## config.mk

```make
export PLATFORM = sky130hd
export DESIGN_NAME = cfgio_decoder
export DESIGN_NICKNAME = d
export VERILOG_FILES = /design/src/rtl/cfgio_pkg.sv /design/src/rtl/cfgio_addr_reg.sv /design/src/rtl/cfgio_decode.sv /design/src/rtl/cfgio_resp.sv /design/src/rtl/cfgio_decoder.sv
export SDC_FILE = /design/constraint.sdc
export NUM_CORES = 1
export LEC_CHECK = 0
export BUFFER_PORTS_ARGS = -buffer_cell sky130_fd_sc_hd__buf_4
export CORE_MARGIN = 2
export CORE_UTILIZATION = 45
export CTS_CLUSTER_DIAMETER = 200
export CTS_CLUSTER_SIZE = 10
export DETAILED_ROUTE_END_ITERATION = 8
export PLACE_DENSITY_LB_ADDON = 0.15
export SETUP_SLACK_MARGIN = 0.3
export SLEW_MARGIN = 20
export SYNTH_ARGS = -nofsm -noshare
export SYNTH_HDL_FRONTEND = slang
export SYNTH_SLANG_ARGS = --single-unit
```

## constraint.sdc

```tcl
create_clock -name clk -period 2.27 [get_ports clk]
set_clock_uncertainty 0.2 [all_clocks]
set_input_delay 0.3405 -clock clk [delete_from_list [all_inputs] [get_ports clk]]
set_output_delay 0.3405 -clock clk [all_outputs]
set_load 0.02 [all_outputs]
```

## src/rtl/cfgio_pkg.sv

```systemverilog
package cfgio_pkg;

    localparam int DATA_W = 32;

    typedef enum logic [1:0] {
        ACC_1B  = 2'd0,
        ACC_2B  = 2'd1,
        ACC_4B  = 2'd2,
        ACC_4BX = 2'd3
    } acc_size_e;

    // Selector layout; the data path decodes these positions.
    typedef struct packed {
        logic       en;
        logic [6:0] rsvd;
        logic [7:0] bus;
        logic [4:0] dev;
        logic [2:0] fn;
        logic [5:0] dw;
        logic [1:0] lo;
    } sel_t;

    typedef struct packed {
        logic addr_wr;
        logic addr_rd;
        logic narrow_rd;
        logic data_rd;
        logic fwd;
        logic fwd_we;
    } dec_t;

    function automatic logic [DATA_W-1:0] width_mask(input acc_size_e s);
        logic [DATA_W-1:0] m;
        case (s)
            ACC_1B:  m = {{(DATA_W-8){1'b0}}, 8'hFF};
            ACC_2B:  m = {{(DATA_W-16){1'b0}}, 16'hFFFF};
            default: m = {DATA_W{1'b1}};
        endcase
        return m;
    endfunction

    function automatic acc_size_e norm_size(input acc_size_e s);
        return (s == ACC_4BX) ? ACC_4B : s;
    endfunction

endpackage

```

## src/rtl/cfgio_addr_reg.sv

```systemverilog
module cfgio_addr_reg
    import cfgio_pkg::*;
(
    input  logic              clk,
    input  logic              rst_n,
    input  logic              wr_en,
    input  logic [DATA_W-1:0] wdata,
    output sel_t              sel_q
);

    typedef struct packed {
        sel_t sel;
    } state_t;

    state_t st_d, st_q;

    always_comb begin
        st_d = st_q;
        if (wr_en) begin
            st_d.sel = sel_t'(wdata);
        end
    end

    always_ff @(posedge clk or negedge rst_n) begin
        if (!rst_n) begin
            st_q <= '0;
        end else begin
            st_q <= st_d;
        end
    end

    assign sel_q = st_q.sel;

endmodule

```

## src/rtl/cfgio_decode.sv

```systemverilog
module cfgio_decode
    import cfgio_pkg::*;
#(
    parameter int              PORT_W     = 16,
    parameter logic [PORT_W-1:0] ADDR_PORT = 16'hCF8,
    parameter logic [PORT_W-1:0] DATA_BASE = 16'hCFC,
    parameter logic [7:0]      SERVED_BUS = 8'd0
) (
    input  logic [PORT_W-1:0] io_port,
    input  acc_size_e         io_size,
    input  logic              io_rd,
    input  logic              io_wr,
    input  logic              sel_en,
    input  logic [7:0]        sel_bus,
    input  logic [1:0]        sel_lo,
    output dec_t              dec
);

    localparam int WIN_LSB = 2;

    logic addr_hit;
    logic data_hit;
    logic full_w;
    logic sel_ok;
    logic wr_only;

    always_comb begin
        addr_hit = (io_port == ADDR_PORT);
        data_hit = (io_port[PORT_W-1:WIN_LSB] == DATA_BASE[PORT_W-1:WIN_LSB]);
        full_w   = (io_size == ACC_4B) || (io_size == ACC_4BX);
        sel_ok   = sel_en && (sel_lo == 2'b00) && (sel_bus == SERVED_BUS);
        wr_only  = io_wr && !io_rd;

        dec.addr_wr   = wr_only && addr_hit && full_w;
        dec.addr_rd   = io_rd && addr_hit && full_w;
        dec.narrow_rd = io_rd && addr_hit && !full_w;
        dec.data_rd   = io_rd && data_hit;
        dec.fwd       = (io_rd || io_wr) && data_hit && sel_ok;
        dec.fwd_we    = wr_only && data_hit && sel_ok;
    end

endmodule

```

## src/rtl/cfgio_resp.sv

```systemverilog
module cfgio_resp
    import cfgio_pkg::*;
(
    input  logic              clk,
    input  logic              rst_n,
    input  dec_t              dec,
    input  logic [DATA_W-1:0] mask,
    input  sel_t              sel_q,
    input  logic              cfg_present,
    input  logic [DATA_W-1:0] cfg_rdata,
    output logic              rvalid,
    output logic [DATA_W-1:0] rdata,
    output logic              unused
);

    typedef struct packed {
        logic              valid;
        logic              unused;
        logic [DATA_W-1:0] data;
    } resp_t;

    resp_t rs_d, rs_q;

    always_comb begin
        rs_d        = '0;
        rs_d.valid  = dec.addr_rd || dec.narrow_rd || dec.data_rd;
        rs_d.unused = dec.narrow_rd;
        if (dec.addr_rd) begin
            rs_d.data = DATA_W'(sel_q);
        end else if (dec.narrow_rd) begin
            rs_d.data = mask;
        end else if (dec.data_rd) begin
            if (dec.fwd && cfg_present) begin
                rs_d.data = cfg_rdata & mask;
            end else begin
                rs_d.data = mask;
            end
        end
    end

    always_ff @(posedge clk or negedge rst_n) begin
        if (!rst_n) begin
            rs_q <= '0;
        end else begin
            rs_q <= rs_d;
        end
    end

    assign rvalid = rs_q.valid;
    assign rdata  = rs_q.data;
    assign unused = rs_q.unused;

endmodule

```

## src/rtl/cfgio_decoder.sv

```systemverilog
module cfgio_decoder
    import cfgio_pkg::*;
#(
    parameter int                PORT_W     = 16,
    parameter logic [PORT_W-1:0] ADDR_PORT  = 16'hCF8,
    parameter logic [PORT_W-1:0] DATA_BASE  = 16'hCFC,
    parameter logic [7:0]        SERVED_BUS = 8'd0
) (
    input  logic              clk,
    input  logic              rst_n,
    input  logic [PORT_W-1:0] io_port,
    input  logic [1:0]        io_size,
    input  logic              io_rd,
    input  logic              io_wr,
    input  logic [31:0]       io_wdata,
    output logic              io_rvalid,
    output logic [31:0]       io_rdata,
    output logic              io_unused,
    output logic              cfg_req,
    output logic              cfg_we,
    output logic [4:0]        cfg_dev,
    output logic [2:0]        cfg_fn,
    output logic [7:0]        cfg_off,
    output logic [1:0]        cfg_size,
    output logic [31:0]       cfg_wdata,
    input  logic              cfg_present,
    input  logic [31:0]       cfg_rdata
);

    localparam int OFF_W = 8;

    sel_t              sel_q;
    dec_t              dec;
    acc_size_e         size_e;
    logic [DATA_W-1:0] mask;
    logic [DATA_W-1:0] addr_q;

    assign size_e = acc_size_e'(io_size);
    assign mask   = width_mask(size_e);
    assign addr_q = DATA_W'(sel_q);

    cfgio_addr_reg u_addr (
        .clk   (clk),
        .rst_n (rst_n),
        .wr_en (dec.addr_wr),
        .wdata (io_wdata),
        .sel_q (sel_q)
    );

    cfgio_decode #(
        .PORT_W     (PORT_W),
        .ADDR_PORT  (ADDR_PORT),
        .DATA_BASE  (DATA_BASE),
        .SERVED_BUS (SERVED_BUS)
    ) u_dec (
        .io_port (io_port),
        .io_size (size_e),
        .io_rd   (io_rd),
        .io_wr   (io_wr),
        .sel_en  (sel_q.en),
        .sel_bus (sel_q.bus),
        .sel_lo  (sel_q.lo),
        .dec     (dec)
    );

    cfgio_resp u_resp (
        .clk         (clk),
        .rst_n       (rst_n),
        .dec         (dec),
        .mask        (mask),
        .sel_q       (sel_q),
        .cfg_present (cfg_present),
        .cfg_rdata   (cfg_rdata),
        .rvalid      (io_rvalid),
        .rdata       (io_rdata),
        .unused      (io_unused)
    );

    always_comb begin
        cfg_req   = dec.fwd;
        cfg_we    = dec.fwd_we;
        cfg_dev   = sel_q.dev;
        cfg_fn    = sel_q.fn;
        cfg_off   = OFF_W'({sel_q.dw, io_port[1:0]});
        cfg_size  = norm_size(size_e);
        cfg_wdata = io_wdata & mask;
    end

endmodule

```

; Word-level counts from Yosys, hierarchy flattened
; Cells that the tools add are included.
[word_totals]
regBits = 66
in_bits = 87
out_inout_bits = 86
elab_cells = 46
[classes]
n_eq_ne = 5
n_mux = 6
n_bitwise = 2
reduce_logical = 23
[op_table]
columns = cell, count
row1 = $mux 32, 4
row2 = $and 32x32->32, 2
row3 = $pmux 32 s2, 1
row4 = $eq 16x12->1 const B, 1
row5 = $eq 14x10->1 const B, 1
row6 = $logic_and 1x1->1, 14
row7 = $logic_not 8->1, 1
row8 = $eq 2x2->1 const B, 2
row9 = $logic_not 2->1, 2
row10 = $logic_or 1x1->1, 4
row11 = $eq 2x1->1 const B, 1
row12 = $logic_not 1->1, 2
row13 = $mux 2, 1

; Depth between registers and ports, before layout
; Gate-level depths: netlist of run 1.
[depth]
word_depth = 9
ltp_mapped = 6
ltp_nobuf = 4

; Cells and area by module
; From an unflattened synthesis of run 1, not the netlist that was laid out.
[hier_totals]
cells_unflattened = 248
area_unflattened_um2 = 3427.0
[by_module_without_submodules]
columns = mod, instances, cells_each, area_each_um2, seq_area_each_um2
row1 = cfgio_resp, 1, 116, 1645.3, 850.8
row2 = cfgio_addr_reg, 1, 68, 1345.0, 800.8
row3 = cfgio_decoder, 1, 43, 297.8, 0.0
row4 = cfgio_decode, 1, 21, 138.9, 0.0

; Worst setup path after synthesis of run 1
; Ideal clock, no wire load.
[synth_timing]
path_type = in2out
from = input io_port[15]
to = output cfg_we
arrival_time_ps = 1649
required_time_ps = 1730
slack_ps = 80
stages = 5
n_path_buf = 1
path_cell_list = or2_1 nor4b_1 and4_1 buf_2 and3b_1
[synth_via]
elab_chain_cells = 3
[synth_lines]
columns = element, line
row1 = from (decl), cfgio_decoder.sv:11  ; input logic [PORT_W-1:0] io_port,
row2 = $eq 14x10->1, cfgio_decode.sv:29  ; data_hit = (io_port[PORT_W-1:WIN_LSB] == DATA_BASE[PORT_W-1:WIN_LSB]);
row3 = $logic_and 1x1->1 (2 in series), cfgio_decode.sv:39  ; dec.fwd_we = wr_only && data_hit && sel_ok;
row4 = to (decl), cfgio_decoder.sv:20  ; output logic cfg_we,
; No other way between the ends.

; Worst setup path after layout of run 1
[layout_timing]
from = register u_addr.st_q (netlist bit u_addr.sel_q[17])
to = output cfg_we
[layout_via]
elab_chain_cells = 3
[layout_lines]
columns = element, line
row1 = from (decl), cfgio_addr_reg.sv:15  ; state_t st_d, st_q;
row2 = from (signal assigned), cfgio_addr_reg.sv:28  ; st_q <= st_d;
row3 = $logic_not 8->1, cfgio_decode.sv:31  ; sel_ok = sel_en && (sel_lo == 2'b00) && (sel_bus == SERVED_BUS);
row4 = $logic_and 1x1->1, cfgio_decode.sv:31
row5 = $logic_and 1x1->1, cfgio_decode.sv:39
; No other way between the ends.

==> results of run 1 <==
registers in the layout (all words and copies together), names as in the netlist:
name / cells
u_resp.rdata: 32
u_resp.unused: 1
u_resp.rvalid: 1
u_addr.sel_q: 32
cells by family after synthesis:
logic type / Yosys count / share of synthesized area
mux: 32 / 0.1145
compound gates: 37 / 0.09861
simple gates: 102 / 0.1773
flops: 66 / 0.5248
buf+inv: 40 / 0.08469
worst max-delay path, cell delays in order, from the launching register on:
cell and delay (ns):
sky130_fd_sc_hd__dfrtp_1 0.43, sky130_fd_sc_hd__nor4_4 0.34, sky130_fd_sc_hd__buf_4 0.17, sky130_fd_sc_hd__and4_4 0.22, sky130_fd_sc_hd__and3b_2 0.19, sky130_fd_sc_hd__buf_6 0.12
metal layers:
metal	wire length (microns)	part of all wire
met4	180	0.020
met2	4732	0.52
met1	3450	0.38
met3	659	0.073
met5	0	0
repair_timing:
item / CTS / global route
endpoints found under the setup margin: 2 / 8
setup buffers: 5 / 0
pin swaps: 4 / 25
endpoints found under the hold margin: 66 / 0
resized for setup: 5 / 64
hold buffers: 1 / 0
gates cloned: 0 / 1
worst min-delay path by stage:
stage                     startpoint               end  depth (start not counted)
floorplan                      rst_n   u_addr.sel_q[0]                          0
global placement    u_addr.sel_q[24]  u_resp.rdata[24]                          1
detailed placement  u_addr.sel_q[27]  u_resp.rdata[27]                          1
CTS                     io_wdata[17]  u_addr.sel_q[17]                          2
global route            io_wdata[28]  u_addr.sel_q[28]                          2
finish                  io_wdata[17]  u_addr.sel_q[17]                          2
power groups by stage:
| stage | Sequential (W) | Clock (W) | Combinational (W) |
|---|---|---|---|
| floorplan | 0.00120 | 0 | 0.000108 |
| global placement | 0.00120 | 0 | 0.000304 |
| detailed placement | 0.00120 | 0 | 0.000309 |
| CTS | 0.00118 | 0.00103 | 0.000311 |
| global route | 0.00117 | 0.00109 | 0.000345 |
| finish | 0.00118 | 0.00101 | 0.000320 |
through the flow:
| stage | power (W) | TNS (ns) | instances | setup WS, ns |
|---|---|---|---|---|
| after floorplan | 0.001307 | 0 | 277 | 0.2312 |
| after global placement | 0.001502 | 0 | 523 | 0.09435 |
| after detailed placement | 0.001507 | 0 | 523 | 0.07049 |
| after CTS | 0.002517 | -0.02102 | 544 | -0.02102 |
| after global routing | 0.002605 | -0.1826 | 545 | -0.1248 |
| final | 0.002507 | -0.08244 | 545 | -0.06718 |
synth_stat cells:
library cell	n
sky130_fd_sc_hd__a21oi_1	1
sky130_fd_sc_hd__a221oi_1	7
sky130_fd_sc_hd__and2_1	17
sky130_fd_sc_hd__and3_1	1
sky130_fd_sc_hd__and3b_1	1
sky130_fd_sc_hd__and4_1	1
sky130_fd_sc_hd__and4bb_2	1
sky130_fd_sc_hd__buf_2	3
sky130_fd_sc_hd__buf_4	24
sky130_fd_sc_hd__buf_6	3
sky130_fd_sc_hd__clkbuf_1	8
sky130_fd_sc_hd__dfrtp_1	66
sky130_fd_sc_hd__inv_1	2
sky130_fd_sc_hd__mux2_1	1
sky130_fd_sc_hd__mux2_2	31
sky130_fd_sc_hd__nand2_1	12
sky130_fd_sc_hd__nand3_1	2
sky130_fd_sc_hd__nand3b_1	2
sky130_fd_sc_hd__nand4_1	2
sky130_fd_sc_hd__nand4b_1	1
sky130_fd_sc_hd__nand4bb_1	1
sky130_fd_sc_hd__nor2_1	34
sky130_fd_sc_hd__nor2b_1	9
sky130_fd_sc_hd__nor3_1	10
sky130_fd_sc_hd__nor3_4	2
sky130_fd_sc_hd__nor3b_1	1
sky130_fd_sc_hd__nor4_1	2
sky130_fd_sc_hd__nor4b_1	1
sky130_fd_sc_hd__o211ai_1	1
sky130_fd_sc_hd__o21a_1	1
sky130_fd_sc_hd__o21ai_0	1
sky130_fd_sc_hd__o21ai_1	1
sky130_fd_sc_hd__o221ai_1	8
sky130_fd_sc_hd__o2bb2ai_1	16
sky130_fd_sc_hd__o41ai_1	1
sky130_fd_sc_hd__or2_1	1
sky130_fd_sc_hd__or3_4	1
layout make-up:
| cell class | instances | area, sq um | share of cell area |
|---|---|---|---|
| tap | 96 | 120.1 | 0.02394 |
| clock inverter | 2 | 35.03 | 0.006983 |
| inverter | 2 | 7.507 | 0.001496 |
| clock buffer | 13 | 168.9 | 0.03367 |
| sequential | 66 | 1652 | 0.3292 |
| timing repair buffer | 195 | 1510 | 0.3010 |
| multi-input combinational | 171 | 1524 | 0.3037 |
placed cells by master (no fill, tap or decap), drive strengths merged, types with 7 or more instances in the layout:
| master | count |
|---|---|
| o2bb2ai | 16 |
| nor3 | 12 |
| mux2 | 32 |
| a221oi | 7 |
| buf | 194 |
| nor2 | 34 |
| and2 | 17 |
| clkbuf | 13 |
| o221ai | 8 |
| nand2 | 12 |
| dfrtp | 66 |
| nor2b | 9 |
==> results.md, run 1 <==
Worst setup path:
- The endpoint arrival time on the critical path is approximately 1.8 ns.
- The last element of the critical path is cfg_we.
- Along the worst path, the maximum fanout reaches 3.
- For the worst setup path, the data required time is approximately 1.7 ns.
- The worst setup path is launched from a flop.
- The number of cells on the worst reg-to-reg path is 7.
- The launch point of the critical path is u_addr.sel_q[17].
- The worst setup path is captured at an output port.
- The reg-to-reg startpoint is u_addr.sel_q[17].
- For flop-to-flop paths, the worst setup slack is roughly 0.16 ns.
- The start-to-end type of the worst setup path is flop to output port.
- The endpoint identified for the worst register-to-register timing path is u_resp.rdata[8].

Global route:
- The most congested layer reported by global routing is met2.
- The fraction of met2 tracks used by global routing is 0.3802.
- The met1 demand-to-capacity share in global routing is 0.2698.
- The initial antenna violation count is 0.
- In the global route stage, met3 resource usage came out at 0.05938.
- The total routing resource utilization after global routing is 0.2252.
- For this run the aggregate overflow at the end of global routing stands at 0.
- The first global-routing pass estimated about 13000 microns of wire.
- The largest net degree at the start of global routing is 67.
- The via count of the first global-routing pass came to between 2000 and 3000.

Die:
- In this run the core area contains 30 standard-cell rows.
- The die covers around 7700 sq um.
- The top-level port count is ~170.
- The starting density of the core is 0.4632.
- The placeable core region is 6794 sq um.
- The die outline width is between 80 and 90 microns.
- The die height is around 90 microns.

Route:
- The number of DRC violations after detailed-routing iteration 0 is 85.
- The via count normalized by instance count is between 5 and 6.
- Summed over all layers, the routed wires come to 9022 microns.
- The residual DRC count is 0.
- For this block, the via count after detailed routing is around 2800.
- The wire length per cell is roughly 17 microns.
- In this run the remaining antenna-violating nets after routing total 0.
- For this run, the detailed router's first-pass iteration total came to 6.

Clocking:
- The cell sitting at the root of the clock tree is a sky130_fd_sc_hd__clkbuf_8.
- The clock latency reported for the late side of the worst-skew pair is approximately 0.33 ns.
- The clock-pin slew on the worst setup and hold paths is ~0.07 ns.
- CTS built an H-tree with a depth of 3.
- The number of clock buffers added by TritonCTS is 9.
- Clock tree synthesis found a total of 66 sinks.
- In this run the deepest clock path goes through 2 buffers.
- The clock tree from TritonCTS is built.

Placement:
- The HPWL after detailed placement is 6294 microns.
- The instance area at placement is roughly 4500 sq um.
- The global placement routability congestion is 0.7219.
- The count of buffers added on input and output ports is ~170.

STA:
- Headroom to the max-slew limit came out at 0.4488.
- The final cycle utilization of the critical path is 1.030.
- On the final layout, the worst hold slack is approximately 0.04 ns.
- Subtracting the final worst setup slack from the clock period gives around 2.3 ns.
- For the pin with the worst max-slew slack, the measured transition is 0.8269 ns.
- The total of endpoints with negative setup slack in the final report is 2.
- Timing would allow up to 0.4279 GHz.
- The smallest setup slack after layout is -0.06718 ns.
- Setup repair after global routing could not meet its margin everywhere.
- The final-report max-slew violation count is 0.
- The hold violation total from the final report came to 0.

Cells and area:
- Once layout is done, the placed cells without fillers occupy between 5000 and 6000 sq um.
- The filler cells instantiated in the layout total 494.
- The final core utilization is 0.7385.
- The count of inserted antenna diode cells is 0.
- Of the cells placed in the final design, the portion with a size suffix greater than 1 is 0.6459.
- The net count of the finished layout is between 500 and 600.
- The relative area change from synthesis to final layout is 59.44%.

Synthesis:
- The Yosys step of the flow raised 0 warnings.
- The net count after synthesis is 364.
- The number of distinct library cells after synthesis is 37.
- Of all cell types, the one taking the most synthesized area is sky130_fd_sc_hd__dfrtp_1.
- The share of the synthesized area in the top cell type is 0.5249.
- The cell area after synthesis is around 3100 sq um.
- The cell count after synthesis is approximately 280.
- The sequential element share of the synthesized area is 0.5249.
- Counting flops and latches in the post-synthesis netlist gives 66.
- The post-synthesis average cell area is between 10 and 15 sq um.
- After synthesis, the cell types taking the most area are sky130_fd_sc_hd__dfrtp_1 (52%), sky130_fd_sc_hd__mux2_2 (11%), sky130_fd_sc_hd__buf_4 (5.7%).

Pwr:
- Of the total power, the clock network draws 0.403.
- The register share of total power is 0.469.
- The power density of the placed cells is around 500 nW/um^2.
- The share of total power dissipated in combinational logic is 0.128.
- Of the total power, the share spent switching nets is 0.2301.
- The total internal power is 0.001930 W.
- The switching power of the nets is around 0.00058 W.
- IR analysis of the VDD net gives a maximum drop of 0.3630 mV.
- For this design the static power due to leakage is around 2.6 nW.

Outcome:
- The run finished, with violations left.
- The final reports fail on setup timing.

Hold path:
- The classification of the worst-slack hold path is input port to flop.

Flow run:
- Across the run, the number of max-cap violations was 0.
Note: power is estimated with default switching activity, not from simulation.
==> run 2, diff against run 1 <==
- BUFFER_PORTS_ARGS: -buffer_cell sky130_fd_sc_hd__buf_4 -> not set
- CORE_UTILIZATION: 45 -> 63
- DONT_BUFFER_PORTS: not set -> 1
==> results.md, run 2 (synthesis results as in run 1) <==
Route:
- The post-detailed-route count of antenna-violating nets is 0.
- The first-pass iteration count of the detailed router is 4.
- The residual DRC count is 0.
- Summing over every cut layer, the via total after detailed routing is around 2500.
- The wire length per cell is about 22 microns.
- The via count normalized by instance count is around 6.2.
- In this run, the number of DRC markers left after iteration 0 of detailed routing was around 220.
- Wires add up to 8850 microns.

Pwr:
- Power spread over the standard cell area amounts to 530.6 nW/um^2.
- In this run the power spent charging and discharging nets is between 0.0004 and 0.0005 W.
- The share of total power consumed by net switching is 0.2325.
- In this run the static leakage power is between 1.5 and 2 nW.
- The worst-case IR drop observed on VDD is between 0.3 and 0.4 mV.
- The combinational power share is 0.075.
- The clock group share of total power is 0.376.
- The register share of total power is 0.550.
- Internal power comes to 0.001642 W.
- The final total power is between 0.002 and 0.0025 W.

STA:
- The hold violation total from the final report is between 60 and 70.
- The worst hold slack across all endpoints is -0.5120 ns.
- Setup repair after global routing could not meet its margin everywhere.
- The time the final worst path needs with I/O delays and setup is approximately 2.2 ns.
- The final cycle utilization of the critical path is 0.9862.
- Setup violations remaining at the end of the flow were counted as 0.
- The final-report max-slew violation count was 0.
- In this run the tightest slew margin relative to its limit is 0.5403.
- The maximum operating frequency is roughly 0.45 GHz.
- For the pin with the worst max-slew slack, the measured transition is about 0.7 ns.

Die:
- The die height is 74.68 microns.
- The initial utilization of the core area, before any placement, comes to 0.6618.
- about 170 I/O pins were placed.
- The die outline area is between 5000 and 6000 sq um.
- The floorplan row count is 25.
- The placeable core region is approximately 4800 sq um.
- The die outline width is 74.68 microns.

Cells and area:
- The sequential cells in the finished layout cover a total of 1653 sq um.
- In the layout the commonest cells are sky130_fd_sc_hd__dfrtp_1 (65), sky130_fd_sc_hd__dlygate4sd3_1 (50), sky130_fd_sc_hd__mux2_2 (31).
- The multi-input combinational cells in the finished layout cover a total of approximately 1300 sq um.
- The relative area change from synthesis to final layout is 28.11%.
- Measured on the finished design, the core utilization comes to 0.8479.
- The net count of the finished layout is between 400 and 500.
- The share of layout cells above drive strength 1 is 0.2844.
- Fill cells in the final layout number between 200 and 300.
- The library cell used most frequently in the layout, excluding fill and tap cells, is sky130_fd_sc_hd__dfrtp_1.
- The repair_antennas step left the layout with diodes totalling 0.

Placement:
- The global placement routability congestion is ~0.8.
- Detailed placement finished with a half-perimeter wire length of between 5000 and 6000 microns.
- The total of buffers placed on input and output ports is 0.

Outcome:
- The checks that failed: hold timing.
- The flow ran to the end, but the final reports show violations.

Flow run:
- The max-capacitance violation count is 0.

Global route:
- For this run, the total global-route usage over all layers was measured as 0.2980.
- After global routing the overflow that remains totals 0.
- Entering global routing, the biggest net connects 67 pins.
- The wire length of the first global-routing pass is ~12000 microns.
- The via count of the first global-routing pass came to between 2000 and 2500.
- The initial antenna violation count is 0.

Hold path:
- The classification of the worst-slack hold path is input port to asynchronous set/reset pin.

Clocking:
- The total number of H-tree levels is 3.
- In this run, CTS created clock tree buffers numbering 9.
- Clock tree synthesis found a total of 66 sinks.
- Clock tree synthesis selected as its root buffer the cell sky130_fd_sc_hd__clkbuf_8.
- The clock latency reported for the late side of the worst-skew pair is 0.34 ns.
- The largest buffer count on any clock path is 2.
- For this design, the CTS-stage hold fixing added 50 buffers.
- After clock tree synthesis, the clock-pin slew on the worst setup and hold paths is ~0.070 ns.
- The clock tree from TritonCTS is built.

Worst setup path:
- The top fanout value on the critical path is 3.
- STA classifies the critical path endpoint as an output port.
- The worst setup path is launched from a flop.
- The critical path is of the flop to output port type.
- The required time of the worst setup path is 1.73 ns.
- The endpoint arrival time on the critical path is 1.70 ns.
[run 2: cell count changes in the layout (fill, tap and decap cells not counted), moves of 2 or more]
| cell | previous run | this run |
|---|---|---|
| sky130_fd_sc_hd__buf_4 | 187 | 25 |
| sky130_fd_sc_hd__dlygate4sd3_1 | 1 | 50 |
| sky130_fd_sc_hd__nor2_1 | 10 | 30 |
| sky130_fd_sc_hd__nor2_4 | 18 | 4 |
| sky130_fd_sc_hd__o2bb2ai_1 | 5 | 16 |
| sky130_fd_sc_hd__o2bb2ai_2 | 11 | 0 |
| sky130_fd_sc_hd__nor2_2 | 6 | 0 |
| sky130_fd_sc_hd__buf_6 | 5 | 0 |
| sky130_fd_sc_hd__clkbuf_8 | 12 | 9 |
| sky130_fd_sc_hd__clkinv_2 | 1 | 4 |
| sky130_fd_sc_hd__clkbuf_16 | 0 | 2 |
[run 2: final timing paths]
| check | cells past startpoint | end | from | slack, ns |
|---|---|---|---|---|
| min in group clk | 2 | u_resp.rdata[14] | cfg_rdata[14] | 0 |
| max in group asynchronous | 0 | u_addr.sel_q[16] | rst_n | 2.24 |
| max reg2reg | 8 | u_resp.rdata[10] | u_addr.sel_q[16] | 0.13 |
| min reg2reg | 1 | u_resp.rdata[25] | u_addr.sel_q[25] | 0.28 |
| min | 0 | u_resp.rdata[19] | rst_n | -0.51 |
| max | 3 | cfg_we | u_addr.sel_q[16] | 0.03 |
[run 2: final cells by class]
class                   instances  area share
clock inverters                 4    0.004966
flip-flops and latches         66      0.4100
inverters                       2    0.001862
clock buffers                  11     0.03259
repair buffers                 80      0.1980
multi-input cells             171      0.3318
well taps                      67     0.02079
[run 2: repair_timing]
| item | in CTS | in global routing |
|---|---|---|
| pin swaps | 3 | 4 |
| hold endpoints to repair | 115 | 66 |
| resized for setup | 4 | 17 |
| buffers inserted | 6 | 8 |
| endpoints found under the setup margin | 2 | 6 |
| cloned | 0 | 2 |
[run 2: critical path, cell delays in order (launching register included)]
cell                      delay (ns)
sky130_fd_sc_hd__dfrtp_2        0.44
sky130_fd_sc_hd__nor4_4         0.37
sky130_fd_sc_hd__and4_4         0.29
sky130_fd_sc_hd__and3b_2        0.27
[run 2: power by group through the flow]
stage / registers (W) / clock network [W] / logic (W)
after global placement: 0.00120 / 0 / 0.0000870
after CTS: 0.00118 / 0.000806 / 0.000156
final: 0.00118 / 0.000803 / 0.000160
after floorplan: 0.00120 / 0 / 0.000108
after detailed placement: 0.00120 / 0 / 0.0000881
after global routing: 0.00118 / 0.000867 / 0.000169
[run 2: per-stage QoR]
| stage | worst slack [ns] | cells | instance area [sq um] | setup TNS (ns) |
|---|---|---|---|---|
| global placement | 0.1497 | 320 | 3127 | 0 |
| finish | 0.03139 | 401 | 4031 | 0 |
| CTS | 0.07570 | 391 | 3847 | 0 |
| detailed placement | 0.1324 | 320 | 3127 | 0 |
| global route | -0.003460 | 401 | 4031 | -0.003460 |
| floorplan | 0.2312 | 277 | 3172 | 0 |
[run 2: routing by layer]
layer / wire (microns) / track usage / vias up
li1: - / - / 1070
met5: 0 / 0 / -
met4: 235 / 0.1369 / 0
met1: 3225 / 0.3746 / 1218
met2: 4457 / 0.4739 / 170
met3: 932 / 0.09505 / 21
